File: config.mk
export PLATFORM = sky130hd
export DESIGN_NAME = spi_tgt_frontend
export DESIGN_NICKNAME = d
export VERILOG_FILES = /design/src/rtl/spi_tgt_pkg.sv /design/src/rtl/spi_tgt_lockout.sv /design/src/rtl/spi_tgt_edges.sv /design/src/rtl/spi_tgt_shift.sv /design/src/rtl/spi_tgt_frontend.sv
export SDC_FILE = /design/constraint.sdc
export NUM_CORES = 1
export LEC_CHECK = 0
export BUFFER_PORTS_ARGS = -buffer_cell sky130_fd_sc_hd__buf_4
export CORE_ASPECT_RATIO = 1.75
export CORE_MARGIN = 2
export CORE_UTILIZATION = 51
export DETAILED_ROUTE_END_ITERATION = 7
export GPL_ROUTABILITY_DRIVEN = 0
export PLACE_DENSITY = 0.75
export SYNTH_ARGS = -nofsm -noshare
export SYNTH_HDL_FRONTEND = slang
export SYNTH_SLANG_ARGS = --single-unit
File: constraint.sdc
create_clock -name clk -period 1.45 [get_ports clk]
set_clock_uncertainty 0.1 [all_clocks]
set_input_delay 0.29 -clock clk [delete_from_list [all_inputs] [get_ports clk]]
set_output_delay 0.29 -clock clk [all_outputs]
set_load 0.005 [all_outputs]
File: src/rtl/spi_tgt_pkg.sv
package spi_tgt_pkg;
    localparam int BYTE_W = 8;

    typedef enum logic [1:0] {
        ST_LOCK  = 2'd0,
        ST_ARM   = 2'd1,
        ST_IDLE  = 2'd2,
        ST_SHIFT = 2'd3
    } fe_state_t;
endpackage

File: src/rtl/spi_tgt_lockout.sv
module spi_tgt_lockout #(
    parameter int RD_TICKS = 70,
    parameter int WR_TICKS = 20000
) (
    input  logic clk,
    input  logic rst_n,
    input  logic tick,
    output logic rd_ok,
    output logic wr_ok
);
    localparam int CNT_W = $clog2(WR_TICKS + 1);
    localparam logic [CNT_W-1:0] RD_LIM = CNT_W'(RD_TICKS);
    localparam logic [CNT_W-1:0] WR_LIM = CNT_W'(WR_TICKS);

    logic [CNT_W-1:0] cnt;

    always_ff @(posedge clk or negedge rst_n) begin
        if (!rst_n) begin
            cnt <= '0;
        end else if (tick && cnt != WR_LIM) begin
            cnt <= cnt + 1'b1;
        end
    end

    assign rd_ok = (cnt >= RD_LIM);
    assign wr_ok = (cnt == WR_LIM);
endmodule

File: src/rtl/spi_tgt_edges.sv
module spi_tgt_edges (
    input  logic clk,
    input  logic rst_n,
    input  logic sck,
    input  logic cs_n,
    output logic sck_rise,
    output logic sck_fall,
    output logic cs_fall
);
    logic sck_q;
    logic cs_q;

    always_ff @(posedge clk or negedge rst_n) begin
        if (!rst_n) begin
            sck_q <= 1'b1;
            cs_q  <= 1'b1;
        end else begin
            sck_q <= sck;
            cs_q  <= cs_n;
        end
    end

    assign sck_rise = sck && !sck_q;
    assign sck_fall = !sck && sck_q;
    assign cs_fall  = cs_q && !cs_n;
endmodule

File: src/rtl/spi_tgt_shift.sv
module spi_tgt_shift #(
    parameter int W = 8
) (
    input  logic         clk,
    input  logic         rst_n,
    input  logic         start,
    input  logic         start_sck,
    input  logic         active,
    input  logic         sck_rise,
    input  logic         sck_fall,
    input  logic         si,
    input  logic [W-1:0] rsp_byte,
    output logic         so_bit,
    output logic [W-1:0] rx_byte,
    output logic         rx_valid
);
    localparam int CW = $clog2(W);
    localparam logic [CW-1:0] LAST = CW'(W - 1);

    logic [CW-1:0] bit_cnt;
    logic [W-1:0]  rx_sr;
    logic [W-1:0]  tx_sr;
    logic          skip;

    always_ff @(posedge clk or negedge rst_n) begin
        if (!rst_n) begin
            bit_cnt  <= '0;
            rx_sr    <= '0;
            tx_sr    <= '0;
            skip     <= 1'b0;
            rx_byte  <= '0;
            rx_valid <= 1'b0;
        end else begin
            rx_valid <= 1'b0;
            if (start) begin
                bit_cnt <= '0;
                skip    <= start_sck;
                tx_sr   <= rsp_byte;
            end else if (active) begin
                if (sck_rise) begin
                    rx_sr <= {rx_sr[W-2:0], si};
                    if (bit_cnt == LAST) begin
                        bit_cnt  <= '0;
                        rx_byte  <= {rx_sr[W-2:0], si};
                        rx_valid <= 1'b1;
                    end else begin
                        bit_cnt <= bit_cnt + 1'b1;
                    end
                end else if (sck_fall) begin
                    if (skip) begin
                        skip <= 1'b0;
                    end else if (bit_cnt == '0) begin
                        tx_sr <= rsp_byte;
                    end else begin
                        tx_sr <= {tx_sr[W-2:0], 1'b0};
                    end
                end
            end
        end
    end

    assign so_bit = tx_sr[W-1];
endmodule

File: src/rtl/spi_tgt_frontend.sv
module spi_tgt_frontend
    import spi_tgt_pkg::*;
#(
    parameter int RD_TICKS = 70,
    parameter int WR_TICKS = 20000
) (
    input  logic              clk,
    input  logic              pwr_good,
    input  logic              tick,
    input  logic              sck,
    input  logic              si,
    input  logic              cs_n,
    input  logic [BYTE_W-1:0] rsp_byte,
    input  logic              wr_req,
    output logic              so_d,
    output logic              so_oe,
    output logic [BYTE_W-1:0] cmd_byte,
    output logic              cmd_valid,
    output logic              mode3,
    output logic              rd_ok,
    output logic              wr_ok,
    output logic              wr_grant,
    output logic              wr_rej
);
    fe_state_t state;
    fe_state_t state_nx;
    logic      sck_rise;
    logic      sck_fall;
    logic      cs_fall;
    logic      so_bit;
    logic      start;

    spi_tgt_lockout #(
        .RD_TICKS(RD_TICKS),
        .WR_TICKS(WR_TICKS)
    ) lock_i (
        .clk  (clk),
        .rst_n(pwr_good),
        .tick (tick),
        .rd_ok(rd_ok),
        .wr_ok(wr_ok)
    );

    spi_tgt_edges edge_i (
        .clk     (clk),
        .rst_n   (pwr_good),
        .sck     (sck),
        .cs_n    (cs_n),
        .sck_rise(sck_rise),
        .sck_fall(sck_fall),
        .cs_fall (cs_fall)
    );

    assign start = (state == ST_IDLE) && cs_fall;

    spi_tgt_shift #(
        .W(BYTE_W)
    ) shift_i (
        .clk      (clk),
        .rst_n    (pwr_good),
        .start    (start),
        .start_sck(sck),
        .active   (state == ST_SHIFT),
        .sck_rise (sck_rise),
        .sck_fall (sck_fall),
        .si       (si),
        .rsp_byte (rsp_byte),
        .so_bit   (so_bit),
        .rx_byte  (cmd_byte),
        .rx_valid (cmd_valid)
    );

    always_comb begin
        state_nx = state;
        unique case (state)
            ST_LOCK:  if (rd_ok)   state_nx = ST_ARM;
            ST_ARM:   if (cs_n)    state_nx = ST_IDLE;
            ST_IDLE:  if (cs_fall) state_nx = ST_SHIFT;
            ST_SHIFT: if (cs_n)    state_nx = ST_IDLE;
        endcase
    end

    always_ff @(posedge clk or negedge pwr_good) begin
        if (!pwr_good) begin
            state  <= ST_LOCK;
            mode3  <= 1'b1;
            wr_rej <= 1'b0;
        end else begin
            state <= state_nx;
            if (start) begin
                mode3 <= sck;
            end
            if (wr_req && !wr_ok) begin
                wr_rej <= 1'b1;
            end
        end
    end

    always_comb begin
        so_oe    = (state == ST_SHIFT) && !cs_n;
        so_d     = so_oe ? so_bit : 1'b0;
        wr_grant = wr_req && wr_ok;
    end
endmodule

======== Word level (Yosys, flattened, before mapping) ========
Cells that the tools add are included.
storage, ports and cells
  bits in registers ....................... 49
  logic and storage cells ................. 74
cells by class
  $add $sub $neg .......................... 2
  order comparisons ....................... 1
  equality and inequality tests ........... 11
  mux-type cells .......................... 23
  bitwise operators ....................... 1
  reductions and logical operators ........ 24
operator list
  cell                     number
  $mux W8                  6
  $add A15 B1 Y15 const B  1
  $eq A15 B15 Y1 const B   1
  $ge A15 B7 Y1 const B    1
  $ne A15 B15 Y1 const B   1
  $mux W3                  4
  $mux W1                  9
  $reduce_and A3 Y1        3
  $logic_and A1 B1 Y1      8
  $reduce_and A4 Y1        2
  $mux W2                  3
  $ne A2 B1 Y1 const B     3
  $pmux W2 S3              1
  $reduce_bool A2 Y1       3
  $eq A2 B2 Y1 const B     2
  $logic_not A1 Y1         4
  $ne A2 B2 Y1 const B     2
  $add A3 B1 Y3 const B    1
  $eq A3 B3 Y1 const B     1
  $logic_not A3 Y1         1
  $eq A2 B1 Y1 const B     1
  $logic_not A2 Y1         1
  $reduce_and A2 Y1        1
  $reduce_or A2 Y1         1
  $not A1 Y1               1

======== Depth between registers and ports, before layout ========
  depth in word-level cells ............... 7
  depth in mapped cells ................... 7
  mapped depth without buffers ............ 6

======== By module ========
A second synthesis with hierarchy kept.
second synthesis, totals
  cell total of the unflattened synthesis .. 197
  area total of the unflattened synthesis .. 2357.3 um2
by module, submodules not included
  module            times used  cells each  area each (um2)
  spi_tgt_shift     1           106         1291.2
  spi_tgt_lockout   1           69          787.0
  spi_tgt_frontend  1           17          205.2
  spi_tgt_edges     1           5           73.8

======== Worst setup path before layout ========
OpenSTA, ideal clock, no wires.
  kind .................................... reg2out
  start ................................... register lock_i.cnt[0]
  end ..................................... output port wr_grant
  arrival ................................. 1.215 ns
  required time ........................... 1.060 ns
  slack ................................... -0.155 ns
  cell stages (with the launch flop) ...... 7
  buffers on the path ..................... 0
  path through ............................ dfrtp_1 -> inv_1 -> ha_1 -> and4bb_1 -> nand4_1 -> inv_1 -> and2_1
on the way
  longest elaborated chain between the ends .. 2
ends and longest elaborated chain
  what                    RTL line                 RTL
  start, declared         spi_tgt_lockout.sv:15    logic [CNT_W-1:0] cnt;
  start signal, assigned  spi_tgt_lockout.sv:21    cnt <= cnt + 1'b1;
  $eq A15 B15 Y1          spi_tgt_lockout.sv:26    assign wr_ok = (cnt == WR_LIM);
  named net wr_ok         spi_tgt_frontend.sv:21   output logic wr_ok,
  $logic_and A1 B1 Y1     spi_tgt_frontend.sv:102  wr_grant = wr_req && wr_ok;
  end, declared           spi_tgt_frontend.sv:22   output logic wr_grant,
The timed path passes the listed nets, and every way through them passes these cells.

======== Worst setup path in the final report ========
  start ................................... register lock_i.cnt[1]
  end ..................................... output port wr_grant
on the way
  longest elaborated chain between the ends .. 2
ends and longest elaborated chain
  what                 RTL line
  $eq A15 B15 Y1       spi_tgt_lockout.sv:26
  $logic_and A1 B1 Y1  spi_tgt_frontend.sv:102
No other way between the ends.

==> impl_metrics.toml <==
[status]
status = "complete, but fails checks"
violations = "setup timing"

[cts]
cts_made_buffers = 5
clock_latency_ns = 0.30
ctsHtreeMaxLevel = 2
tritoncts = "done"
clkTransAtPathRegs_ns = 0.09
root_buffer = "clkbuf_8"
clock_path_buffers = 2
clkSinkCount = 49

[pwr]
p_sw_share_pct = 29.5
power.leakage_nw = 1.69
vdd_drop_max_uv = 1100
powerDensity_mw_per_mm2 = 1200
pwr-share-clk_pct = 24.4
comb_power_share_pct = 30.6
p_sw_mw = 1.18
p_seq_share_pct = 45.0
internal_power_mw = 2.82

[detailed_routing]
first_pass_iters = 4
routed_wl_um = 5050
drcViolationCount = 0
drt_iter0_drc = 36
antenna_left = 0
vias = 1752
avgViaCountPerCell = 5.20
wl_met3_um = 120
top_layer_used = "met4"
wl_met1_um = 1950
dr_wl_met2_um = 2840
wl_per_cell_um = 15.0

[timing]
setup_ws_ns = -0.567
clock.fmax_mhz = 496
slew_violations = 0
slew_headroom_pct = 81.9
worst_pin_slew_ns = 0.269
fin_crit_ns = 2.02
whs_ns = 0.0201
fin_setup_tns_ns = -6.33
rsz0062_at_grt = "yes"
final-hold-violation-count = 0
min_period_over_period_pct = 139
setup_viol = 38

[floorplan]
dieArea_mm2 = 0.00505
core_area_mm2 = 0.00436
initial_core_util_pct = 52.3
io_pins = 31
die_y_um = 92.5
dieWidth_um = 54.6
rows = 32

[synth]
seq_area_frac_synth_pct = 53.9
syn_area_mm2 = 0.00228
synth_flop_cell = "dfrtp_1"
synth_cells = 198
yosysUniqueCellTypes = 40
synth_edf_count = 0
avgSynthCellArea_um2 = 11.5
yosys_warnings = 0
ys_top_cells_by_area = "dfrtp_1 50%, nand2_1 5.9%, mux2_2 4.4%"
syn_nets = 219
yosysTopAreaCellShare_pct = 50.4
synth_top_cell_by_area = "dfrtp_1"
synth_seq_cells = 49
synth_async_sr_flop_share_pct = 100

[critical_path]
r2r-start = "lock_i.cnt[1]"
max_stage_delay_ns = 0.42
cp_max_fo = 3
r2r_end = "lock_i.cnt[7]"
worstPathCellList = "inv_2, ha_1, and4bb_1, nand4_1, inv_1, and2_1, buf_4"
cp_data_required_time_ns = 1.06
crit_family = "simple AND/OR/NAND/NOR gates"
cp.buffers_inverters = 3
crit_path_top_delay_cell = "dfrtp_1"
worstPathArrival_ns = 1.63
worstSetupPathType = "flip-flop to primary output"
reg2reg_setup_slack_ns = -0.40
crit_path_end_kind = "primary output"
reg2reg_depth = 9
crit_path_start_kind = "flip-flop"

[cells_and_area]
fin_nets = 306
areaGrowthSynthToFinish_pct = 45.8
drive_gt1_share_pct = 49.7
most-common-layout-cells = "71 x buf_4, 45 x dfrtp_1, 35 x nand2_1"
nFillCells = 261
multiInputGateArea_mm2 = 0.00116
diodes = 0
final_cells = 337
seq_area_mm2 = 0.00123
layout_commonest_cell = "buf_4"
final_util_pct = 76.3

[hold_path]
min_to = "edge_i.sck_q"
worstHoldPathType = "primary input to flip-flop"
whs_path_depth = 1
hold_start = "sck"

[grt]
grt_pass1_vias = 1879
grt_first_pass_wirelength_um = 8330
grt_max_degree = 50
antenna_found_initial = 0
grt-ovfl-total = 0
grt_usage_pct = 22.6

[placed_design]
post-dp-hpwl_um = 3250
port_buffers = 30
pre_cts_ws_ns = -0.238
placed_cells = 319

[job]
max_cap_violations = 0
[worst reg2reg max path, cell delays in order (launching register included)]
cell,delay (ns)
dfrtp_1,0.40
inv_2,0.05
ha_1,0.17
and4bb_1,0.22
buf_4,0.13
buf_4,0.12
buf_4,0.13
a41oi_4,0.18
nand3_2,0.11
xnor2_1,0.13
[worst max-delay path by stage]
stage | start | end | cells after the start
final | lock_i.cnt[1] | wr_grant | 7
after detailed placement | lock_i.cnt[0] | rd_ok | 6
after global placement | lock_i.cnt[0] | rd_ok | 6
after CTS | lock_i.cnt[0] | rd_ok | 6
after floorplan | lock_i.cnt[1] | wr_grant | 6
after global routing | lock_i.cnt[0] | wr_grant | 7
[Yosys cell counts (3+ instances only)]
cell type and instances:
dfrtp_1 46, nand2_1 36, inv_1 10, xnor2_1 10
mux2_2 9, nor2_1 9, o21ai_1 9, mux2i_1 7
ha_1 6, nand4_1 6, nand3_1 5, xor2_1 4
a21o_1 3, and2_1 3, buf_6 3, dfstp_2 3
[power groups by stage]
stage | registers (mW) | clock network (mW) | logic [mW]
finish | 1.80 | 0.979 | 1.22
global route | 1.84 | 1.06 | 1.36
CTS | 1.79 | 1.01 | 1.20
detailed placement | 1.82 | 0 | 1.09
global placement | 1.81 | 0 | 1.06
floorplan | 1.82 | 0 | 0.551
[layer usage]
metal / vias up / track usage (%)
li1: 850 / -
met1: 858 / 25.8
met2: 32 / 37.8
met3: 12 / 4.68
met4: 0 / 11.3
met5: - / 0
[cell type report]
class | count | area share, %
flip-flops and latches | 49 | 37.0
multi-input cells | 133 | 35.0
repair buffers | 86 | 21.6
clock buffers | 5 | 2.07
well taps | 51 | 1.92
clock inverters | 3 | 1.32
inverters | 10 | 1.13
[cell families after synthesis]
group / Yosys count / share of synthesized area, %
fa+ha+maj: 6 / 3.29
flops: 49 / 53.9
buf+inv: 16 / 4.00
mux: 16 / 7.51
compound gates: 23 / 8.33
simple gates: 74 / 17.6
xor+xnor: 14 / 5.37
[registers in the layout (all words and copies together) (netlist names)]
signal,flops
edge_i.cs_q,1
shift_i.tx_sr,8
state,2
mode3,1
wr_rej,1
shift_i.rx_byte,8
shift_i.rx_valid,1
lock_i.cnt,15
shift_i.bit_cnt,3
edge_i.sck_q,1
shift_i.skip,1
shift_i.rx_sr,7
[metrics by stage]
step	area (um^2)	total power, mW
CTS	3250	4.00
detailed placement	2920	2.90
finish	3330	4.00
floorplan	2310	2.37
global route	3330	4.26
global placement	2920	2.87
[timing repair]
item,4_1_cts,5_1_grt
buffers inserted,9,5
setup endpoints to repair,39,46
hold buffers,1,0
hold endpoints to repair,46,0
pin swaps,14,11
gates resized for setup,33,17
No activity file was read; power rests on OpenSTA's default activity.
